## config.mk

```make
export PLATFORM = sky130hd
export DESIGN_NAME = serial_rx_core
export DESIGN_NICKNAME = d
export VERILOG_FILES = /design/src/rtl/serial_rx_pkg.sv /design/src/rtl/rx_sampler.sv /design/src/rtl/rx_holding_buf.sv /design/src/rtl/rx_err_flags.sv /design/src/rtl/serial_rx_core.sv
export SDC_FILE = /design/constraint.sdc
export NUM_CORES = 1
export LEC_CHECK = 0
export ABC_CLOCK_PERIOD_IN_PS = 2200
export BUFFER_PORTS_ARGS = -buffer_cell sky130_fd_sc_hd__buf_2
export CAP_MARGIN = 0
export CELL_PAD_IN_SITES_DETAIL_PLACEMENT = 1
export CELL_PAD_IN_SITES_GLOBAL_PLACEMENT = 2
export CORE_MARGIN = 2
export CORE_UTILIZATION = 35
export CTS_CLUSTER_SIZE = 8
export DETAILED_ROUTE_END_ITERATION = 8
export HOLD_SLACK_MARGIN = 0.05
export PLACE_DENSITY_LB_ADDON = 0.1
export SYNTH_ARGS = -nofsm -noshare
export SYNTH_HDL_FRONTEND = slang
export SYNTH_SLANG_ARGS = --single-unit
```

## constraint.sdc

```tcl
create_clock -name clk -period 2.2 [get_ports clk]
set_clock_uncertainty 0.15 [all_clocks]
set_input_delay 0.11 -clock clk [delete_from_list [all_inputs] [get_ports clk]]
set_output_delay 0.11 -clock clk [all_outputs]
set_load 0.005 [all_outputs]
```

## src/rtl/serial_rx_pkg.sv

```systemverilog
package serial_rx_pkg;

    typedef enum logic [2:0] {
        RX_IDLE  = 3'd0,
        RX_START = 3'd1,
        RX_DATA  = 3'd2,
        RX_PAR   = 3'd3,
        RX_STOP  = 3'd4
    } rx_state_e;

    localparam int NUM_ERR = 3;
    localparam int ERR_FE  = 0;
    localparam int ERR_PE  = 1;
    localparam int ERR_OE  = 2;

endpackage

```

## src/rtl/rx_sampler.sv

```systemverilog
module rx_sampler
    import serial_rx_pkg::*;
#(
    parameter int DATA_BITS   = 8,
    parameter int OVS         = 16,
    parameter int SYNC_STAGES = 2
) (
    input  logic                 clk,
    input  logic                 rst_n,
    input  logic                 en,
    input  logic                 tick,
    input  logic                 rxd,
    input  logic                 par_en,
    output logic                 done,
    output logic [DATA_BITS-1:0] data,
    output logic                 par_bit,
    output logic                 stop_bit
);
    localparam int CNT_W = $clog2(OVS);
    localparam int NB_W  = $clog2(DATA_BITS + 1);
    localparam logic [CNT_W-1:0] CNT_MID  = CNT_W'(OVS / 2 - 1);
    localparam logic [CNT_W-1:0] CNT_LAST = CNT_W'(OVS - 1);
    localparam logic [NB_W-1:0]  NB_LAST  = NB_W'(DATA_BITS - 1);

    typedef struct packed {
        logic [SYNC_STAGES-1:0] sync;
        rx_state_e              st;
        logic [CNT_W-1:0]       cnt;
        logic [NB_W-1:0]        nbits;
        logic [DATA_BITS-1:0]   shreg;
        logic                   pbit;
        logic                   stop;
        logic                   done;
    } samp_t;

    samp_t q, d;
    logic  line;

    assign line = q.sync[SYNC_STAGES-1];

    always_comb begin
        d      = q;
        d.done = 1'b0;
        d.sync = {q.sync[SYNC_STAGES-2:0], rxd};
        if (!en) begin
            d.st    = RX_IDLE;
            d.cnt   = '0;
            d.nbits = '0;
        end else if (tick) begin
            case (q.st)
                RX_IDLE: begin
                    if (!line) begin
                        d.st  = RX_START;
                        d.cnt = '0;
                    end
                end
                RX_START: begin
                    if (q.cnt == CNT_MID) begin
                        d.cnt = '0;
                        if (!line) begin
                            d.st    = RX_DATA;
                            d.nbits = '0;
                        end else begin
                            d.st = RX_IDLE;
                        end
                    end else begin
                        d.cnt = q.cnt + CNT_W'(1);
                    end
                end
                RX_DATA: begin
                    if (q.cnt == CNT_LAST) begin
                        d.cnt   = '0;
                        d.shreg = {line, q.shreg[DATA_BITS-1:1]};
                        d.nbits = q.nbits + NB_W'(1);
                        if (q.nbits == NB_LAST) begin
                            d.st = par_en ? RX_PAR : RX_STOP;
                        end
                    end else begin
                        d.cnt = q.cnt + CNT_W'(1);
                    end
                end
                RX_PAR: begin
                    if (q.cnt == CNT_LAST) begin
                        d.cnt  = '0;
                        d.pbit = line;
                        d.st   = RX_STOP;
                    end else begin
                        d.cnt = q.cnt + CNT_W'(1);
                    end
                end
                RX_STOP: begin
                    if (q.cnt == CNT_LAST) begin
                        d.cnt  = '0;
                        d.stop = line;
                        d.done = 1'b1;
                        d.st   = RX_IDLE;
                    end else begin
                        d.cnt = q.cnt + CNT_W'(1);
                    end
                end
                default: d.st = RX_IDLE;
            endcase
        end
    end

    always_ff @(posedge clk) begin
        if (!rst_n) begin
            q.sync  <= '1;
            q.st    <= RX_IDLE;
            q.cnt   <= '0;
            q.nbits <= '0;
            q.shreg <= '0;
            q.pbit  <= 1'b0;
            q.stop  <= 1'b1;
            q.done  <= 1'b0;
        end else begin
            q <= d;
        end
    end

    assign done     = q.done;
    assign data     = q.shreg;
    assign par_bit  = q.pbit;
    assign stop_bit = q.stop;

endmodule

```

## src/rtl/rx_holding_buf.sv

```systemverilog
module rx_holding_buf #(
    parameter int DATA_BITS = 8
) (
    input  logic                 clk,
    input  logic                 rst_n,
    input  logic                 en,
    input  logic                 frame_done,
    input  logic [DATA_BITS-1:0] frame_data,
    input  logic                 rd,
    output logic [DATA_BITS-1:0] buf_data,
    output logic                 full,
    output logic                 load,
    output logic                 overrun
);
    typedef struct packed {
        logic [DATA_BITS-1:0] data;
        logic                 full;
    } hold_t;

    hold_t q, d;

    always_comb begin
        load    = en && frame_done && (!q.full || rd);
        overrun = en && frame_done && q.full && !rd;
        d       = q;
        if (!en) begin
            d.data = '0;
            d.full = 1'b0;
        end else if (load) begin
            d.data = frame_data;
            d.full = 1'b1;
        end else if (rd) begin
            d.full = 1'b0;
        end
    end

    always_ff @(posedge clk) begin
        if (!rst_n) begin
            q.data <= '0;
            q.full <= 1'b0;
        end else begin
            q <= d;
        end
    end

    assign buf_data = q.data;
    assign full     = q.full;

endmodule

```

## src/rtl/rx_err_flags.sv

```systemverilog
module rx_err_flags
    import serial_rx_pkg::*;
#(
    parameter int DATA_BITS = 8
) (
    input  logic                 clk,
    input  logic                 rst_n,
    input  logic                 en,
    input  logic                 frame_done,
    input  logic                 stop_bit,
    input  logic                 load,
    input  logic                 overrun,
    input  logic                 par_en,
    input  logic                 par_odd,
    input  logic                 par_bit,
    input  logic [DATA_BITS-1:0] frame_data,
    input  logic                 wr,
    input  logic [NUM_ERR-1:0]   wdata,
    output logic [NUM_ERR-1:0]   flags
);
    typedef struct packed {
        logic [NUM_ERR-1:0] err;
    } flag_t;

    flag_t              q, d;
    logic [NUM_ERR-1:0] set_vec;
    logic [NUM_ERR-1:0] clr_vec;

    always_comb begin
        set_vec         = '0;
        set_vec[ERR_FE] = frame_done && !stop_bit;
        set_vec[ERR_PE] = load && par_en && ((^frame_data) ^ par_bit ^ par_odd);
        set_vec[ERR_OE] = overrun;
        clr_vec         = wr ? wdata : '0;
        d               = q;
        for (int i = 0; i < NUM_ERR; i++) begin
            if (!en) begin
                d.err[i] = 1'b0;
            end else begin
                d.err[i] = set_vec[i] | (q.err[i] & ~clr_vec[i]);
            end
        end
    end

    always_ff @(posedge clk) begin
        if (!rst_n) begin
            q.err <= '0;
        end else begin
            q <= d;
        end
    end

    assign flags = q.err;

endmodule

```

## src/rtl/serial_rx_core.sv

```systemverilog
module serial_rx_core
    import serial_rx_pkg::*;
#(
    parameter int DATA_BITS   = 8,
    parameter int OVS         = 16,
    parameter int SYNC_STAGES = 2
) (
    input  logic                 clk,
    input  logic                 rst_n,
    input  logic                 rxd,
    input  logic                 os_tick,
    input  logic                 rx_en,
    input  logic                 par_en,
    input  logic                 par_odd,
    input  logic                 rd_strobe,
    input  logic                 err_wr,
    input  logic [NUM_ERR-1:0]   err_wdata,
    output logic [DATA_BITS-1:0] rx_data,
    output logic                 rx_full,
    output logic                 fe_flag,
    output logic                 pe_flag,
    output logic                 oe_flag
);
    logic                 frm_done;
    logic [DATA_BITS-1:0] frm_data;
    logic                 frm_par;
    logic                 frm_stop;
    logic                 buf_load;
    logic                 buf_ovr;
    logic [NUM_ERR-1:0]   err_vec;

    rx_sampler #(
        .DATA_BITS  (DATA_BITS),
        .OVS        (OVS),
        .SYNC_STAGES(SYNC_STAGES)
    ) u_sampler (
        .clk     (clk),
        .rst_n   (rst_n),
        .en      (rx_en),
        .tick    (os_tick),
        .rxd     (rxd),
        .par_en  (par_en),
        .done    (frm_done),
        .data    (frm_data),
        .par_bit (frm_par),
        .stop_bit(frm_stop)
    );

    rx_holding_buf #(
        .DATA_BITS(DATA_BITS)
    ) u_buf (
        .clk       (clk),
        .rst_n     (rst_n),
        .en        (rx_en),
        .frame_done(frm_done),
        .frame_data(frm_data),
        .rd        (rd_strobe),
        .buf_data  (rx_data),
        .full      (rx_full),
        .load      (buf_load),
        .overrun   (buf_ovr)
    );

    rx_err_flags #(
        .DATA_BITS(DATA_BITS)
    ) u_flags (
        .clk       (clk),
        .rst_n     (rst_n),
        .en        (rx_en),
        .frame_done(frm_done),
        .stop_bit  (frm_stop),
        .load      (buf_load),
        .overrun   (buf_ovr),
        .par_en    (par_en),
        .par_odd   (par_odd),
        .par_bit   (frm_par),
        .frame_data(frm_data),
        .wr        (err_wr),
        .wdata     (err_wdata),
        .flags     (err_vec)
    );

    assign fe_flag = err_vec[ERR_FE];
    assign pe_flag = err_vec[ERR_PE];
    assign oe_flag = err_vec[ERR_OE];

endmodule

```

Word-level counts from Yosys, hierarchy flattened --
Cells that the tools add are included.
Operators by class: mux-type cells 20, add/subtract/negate cells 2, reduce and logical (&&, ||, !) cells 25, equal/unequal tests 14, bitwise operators 11
Operators with widths (number):
- 2-to-1 mux 3 bit | 7
- 2-to-1 mux 4 bit | 4
- AND reduction 4 bit | 4
- case mux 3 bit (5 select lines) | 1
- 2-to-1 mux 12 bit | 1
- case mux 4 bit (3 select lines) | 1
- inequality test 2 x 1 -> 1 bit (second input constant) | 5
- adder 4 x 1 -> 4 bit (second input constant) | 2
- == test 4 x 3 -> 1 bit (second input constant) | 2
- case mux 4 bit (2 select lines) | 1
- XOR reduction 8 bit | 1
- logical AND 1 bit | 7
- 2-to-1 mux 7 bit | 1
- AND reduction 7 bit | 1
- == test 3 x 2 -> 1 bit (second input constant) | 2
- AND reduction 5 bit | 1
- == test 4 bit (second input constant) | 1
- inequality test 2 bit (second input constant) | 2
- nonzero test 2 bit | 2
- bitwise AND 1 bit | 3
- == test 3 x 1 -> 1 bit (second input constant) | 1
- == test 3 bit (second input constant) | 1
- logical NOT 1 bit | 3
- logical NOT 3 bit | 1
- 10 further kinds | 17
Storage, ports and cells: logic and storage cells 83, output and inout port bits 12, bits of input ports 12, bits in registers 36

Logic depth before layout (Yosys ltp) --
word-level depth 6, depth in mapped cells 6, gate-level depth less buffers 6

Modules after synthesis --
From an unflattened synthesis, not the netlist that was laid out.
Second synthesis, totals: cell total of the unflattened synthesis 213, area, all modules 1873.0 um^2
Modules (own cells, without submodules):
- rx_sampler | sequential area each 480.5 um^2, area each 1271.2 um^2, cells an instance 143, times used 1
- rx_holding_buf | sequential area each 180.2 um^2, area each 395.4 um^2, cells an instance 45, times used 1
- rx_err_flags | sequential area each 60.1 um^2, area each 206.4 um^2, cells an instance 25, times used 1

Worst setup path after synthesis --
OpenSTA, ideal clock, no wires.
kind reg-to-reg, start point register u_sampler.q[15] in the netlist's numbering, end point register u_sampler.q (netlist bit u_sampler.stop_bit), setup time 0.124 ns, required time 1.926 ns, path slack 0.389 ns, arrival time 1.537 ns, period minus slack after synthesis 1.811 ns, cell stages (with the launch flop) 7, buffers on the path 0, cell sequence dfxtp_1 > ha_1 > nand3_1 > or2_2 > nor4_1 > mux2i_1 > nand2_1
Between the ends: longest elaborated chain between the ends 2
Ends and longest elaborated chain:
- start, declared | RTL line rx_sampler.sv:36 | samp_t q, d;
- == test 4 bit | RTL line rx_sampler.sv:92 | if (q.cnt == CNT_LAST) begin
- AND reduction 4 bit (no source line)
Every way passes these cells. A chain may end at the register's enable or synchronous reset.

Worst setup path after layout --
start point input err_wdata[2], end point register u_flags.q (netlist bit u_flags.flags[2])
Between the ends: longest elaborated chain between the ends 4
Ends and longest elaborated chain:
- start, declared | RTL line serial_rx_core.sv:17 | input logic [NUM_ERR-1:0] err_wdata,
- 2-to-1 mux 3 bit | RTL line rx_err_flags.sv:34 | clr_vec = wr ? wdata : '0;
- inverter 1 bit | RTL line rx_err_flags.sv:40 | d.err[i] = set_vec[i] | (q.err[i] & ~clr_vec[i]);
- bitwise AND 1 bit | RTL line rx_err_flags.sv:40
- OR 1 bit | RTL line rx_err_flags.sv:40
- end, declared | RTL line rx_err_flags.sv:25 | flag_t q, d;
Every way passes these cells.

==> impl_metrics.csv <==
group,metric,value,unit
logic_synthesis,yosysSeqAreaShare,41.8,%
setup_path,r2r_cells,5,
global_routing,grt_antenna_before_repair,0,
placed_design,place_area,0.00189,mm^2
detailed_routing,highest_layer,"met4",
power_and_ir_drop,seqPwrFrac,54.5,%
sta,rsz0062_at_grt,"no",
sta,fin_crit_sh,94.4,%
detailed_routing,drt-pass1-iter-count,4,
power_and_ir_drop,p_switching,0.260,mW
detailed_routing,wl_met2,1950,um
power_and_ir_drop,combPwrFrac,5.2,%
layout,fill_cells,553,
setup_path,cp-start-kind,"input port",
sta,max_freq,482,MHz
clock_network,worstSkewPairLatency,0.28,ns
detailed_routing,routedWlPerCell,14.6,um
detailed_routing,ant_nets,0,
power_and_ir_drop,leakagePower,0.722,nW
setup_path,cp_data_arrival_time,2.07,ns
power_and_ir_drop,power.density,569,mW/mm^2
layout,ff_latch_area,721,um^2
layout,area_growth,22.5,%
clock_network,cts_tree,"built",
detailed_routing,wl_met1,2080,um
global_routing,grt_pass1_wl,7130,um
detailed_routing,drt_first_iter_violations,35,
sta,slew_headroom,42.9,%
setup_path,crit_start,"err_wdata[2]",
setup_path,regToRegStartpoint,"u_sampler.q[21]",
min_path,hp-start,"rx_en",
sta,finalSetupViolCount,0,
logic_synthesis,syn_area,0.00172,mm^2
logic_synthesis,ys_ff_latch,36,
sta,maxSlewViolCount,0,
layout,fin_area,0.00211,mm^2
layout,layout-drive-gt1-share,18.6,%
detailed_routing,vias_per_cell,5.04,
setup_path,cp_max_fo,1,
clock_network,cts.sink_count,36,
power_and_ir_drop,power.internal,0.942,mW
clock_network,cts-root-buf,"clkbuf_8",
setup_path,r2r-end,"u_sampler.q[20]",
setup_path,worst_ep_required_time,2.19,ns
floorplan,coreArea,0.00472,mm^2
global_routing,grt_pass1_vias,1450,
logic_synthesis,synth-edff-count,0,
layout,num_antenna_cells,0,
detailed_routing,wl_met3,124,um
global_routing,grt_usage,17.1,%
layout,multi_input_area,935,um^2
detailed_routing,wl,4200,um
clock_network,cts_setup_buffers,0,
power_and_ir_drop,peakVddDrop,0.377,mV
floorplan,die_w,74.2,um
clock_network,cts_inserted_buffers,5,
power_and_ir_drop,switching_share,21.6,%
floorplan,initial_core_util,36.5,%
floorplan,io_pins,24,
logic_synthesis,synth_nets,195,
min_path,whs_endpoint,"u_sampler.par_bit",
layout,final_nets,234,
logic_synthesis,yosys_warnings,0,
setup_path,critPathKind,"in -> reg",
sta,worst_slew_pin_slew,0.854,ns
setup_path,rrSetupSlack,0.16,ns
sta,setup_tns,0,ns
flow_run,cap_violations,0,
floorplan,die_h,74.2,um
min_path,hold_class,"in -> reg",
global_routing,gr-total-overflow,0,
logic_synthesis,ys.flop_type,"dfxtp_1",
floorplan,rows,25,
min_path,hold_depth,5,
power_and_ir_drop,clockPowerShare,40.3,%
logic_synthesis,synth.distinct_cells,41,
floorplan,die_area,0.00550,mm^2
clock_network,cts_buffer_depth,2,
sta,hold_violations,0,
global_routing,grt_max_degree,24,
logic_synthesis,synthCells,181,
setup_path,end_kind,"register",
placed_design,hpwl,2970,um
logic_synthesis,syn_avg_cell_area,9.53,um^2
placed_design,place_congestion,0.790,
detailed_routing,vias,1451,
placed_design,portBuffers,23,
detailed_routing,drc_errors,0,
logic_synthesis,synthArstFlopShare,0,%
sta,min_period,2.08,ns
clock_network,htreeDepth,2,
clock_network,clkTransAtPathRegs,0.07,ns
outcome,status,"finished clean",
cell usage in the layout, fill, tap and decap left out, drive strengths merged, types with 6 or more instances in the layout:
cell / count
nor2b: 10
nor2: 23
a21oi: 9
o21ai: 8
dfxtp: 36
xnor2: 7
clkbuf: 8
dlygate4sd3: 13
buf: 26
nand2: 11
mux2i: 22
nand3: 6
cells in the mapped netlist, types with 2 or more instances:
cell,instances,area (um^2)
dfxtp_1,36,721
mux2i_1,22,220
nor2_1,21,78.8
nand2_1,11,41.3
nor2b_1,10,62.6
a21oi_1,9,45.0
xnor2_1,7,61.3
nand3_1,6,30.0
o21ai_0,6,30.0
buf_6,4,45.0
inv_1,4,15.0
nand3b_1,3,22.5
nor3_1,3,15.0
or3_1,3,18.8
a211oi_1,2,15.0
a32oi_1,2,17.5
and2_1,2,12.5
clkbuf_1,2,7.51
ha_1,2,25.0
nand2b_1,2,12.5
nand4_1,2,12.5
nor4_1,2,12.5
nor4b_1,2,17.5
power by group through the flow:
| stage | registers, mW | clock network [mW] | logic [mW] |
|---|---|---|---|
| finish | 0.655 | 0.484 | 0.0624 |
| global route | 0.655 | 0.533 | 0.0681 |
| CTS | 0.655 | 0.499 | 0.0624 |
| detailed placement | 0.670 | 0 | 0.0462 |
| global placement | 0.670 | 0 | 0.0451 |
| floorplan | 0.669 | 0 | 0.0273 |
critical path, stage by stage:
cell and delay [ns]:
dlygate4sd3_1 0.53, buf_2 0.10, nand2_1 0.04, dlygate4sd3_1 0.54, a32oi_1 0.14, dlygate4sd3_1 0.57, nor2_1 0.04
flip-flops by register name (all words and copies together) (netlist names):
signal,cells
u_sampler.data,8
u_flags.flags,3
u_sampler.done,1
u_sampler.d,1
u_buf.full,1
u_sampler.line,1
u_sampler.par_bit,1
u_buf.buf_data,8
u_sampler.stop_bit,1
u_sampler.q,11
layout make-up:
| cell class | count | area share [%] |
|---|---|---|
| Clock buffer | 8 | 4.27 |
| Timing Repair Buffer | 39 | 12.7 |
| Tap cell | 67 | 3.97 |
| Sequential cell | 36 | 34.1 |
| Multi-Input combinational cell | 134 | 44.3 |
| Inverter | 4 | 0.711 |
cell families after synthesis:
logic type | Yosys count | synth area share, %
adders and majority gates | 2 | 1.45
muxes | 22 | 12.8
and+or+nand+nor | 73 | 22.4
AOI/OAI and AO/OA | 29 | 12.4
buffers and inverters | 11 | 4.35
DFF | 36 | 41.8
xor gates and xnor gates | 8 | 4.86
worst max-delay path by stage:
stage                                    end  slack [ns]
after floorplan           u_sampler.stop_bit        0.39
after global placement    u_sampler.stop_bit        0.18
after detailed placement  u_sampler.stop_bit        0.13
after CTS                 u_sampler.stop_bit        0.13
after global routing         u_sampler.q[14]        0.02
final                       u_flags.flags[2]        0.12
stage by stage:
stage	hold WS [ns]	total power [mW]	util [%]	instances	setup slack (ns)
floorplan	0.0330	0.697	-	181	0.389
global placement	0.147	0.715	39.9	267	0.183
detailed placement	0.150	0.716	39.9	267	0.132
CTS	0.239	1.22	44.6	288	0.129
global route	0.278	1.26	44.7	288	0.0151
finish	0.243	1.20	44.7	288	0.123
repair_timing:
action	in CTS	in global routing
endpoints found under the hold margin	8	0
hold buffers	13	0
resized for setup	0	1
setup endpoints to repair	0	1
metal layers:
metal | vias to the layer above | global-route usage (%)
li1 | 716 | -
met1 | 703 | 23.2
met2 | 25 | 27.0
met3 | 7 | 4.07
met4 | 0 | 5.45
met5 | - | 0
Note: power is estimated with default switching activity, not from simulation.
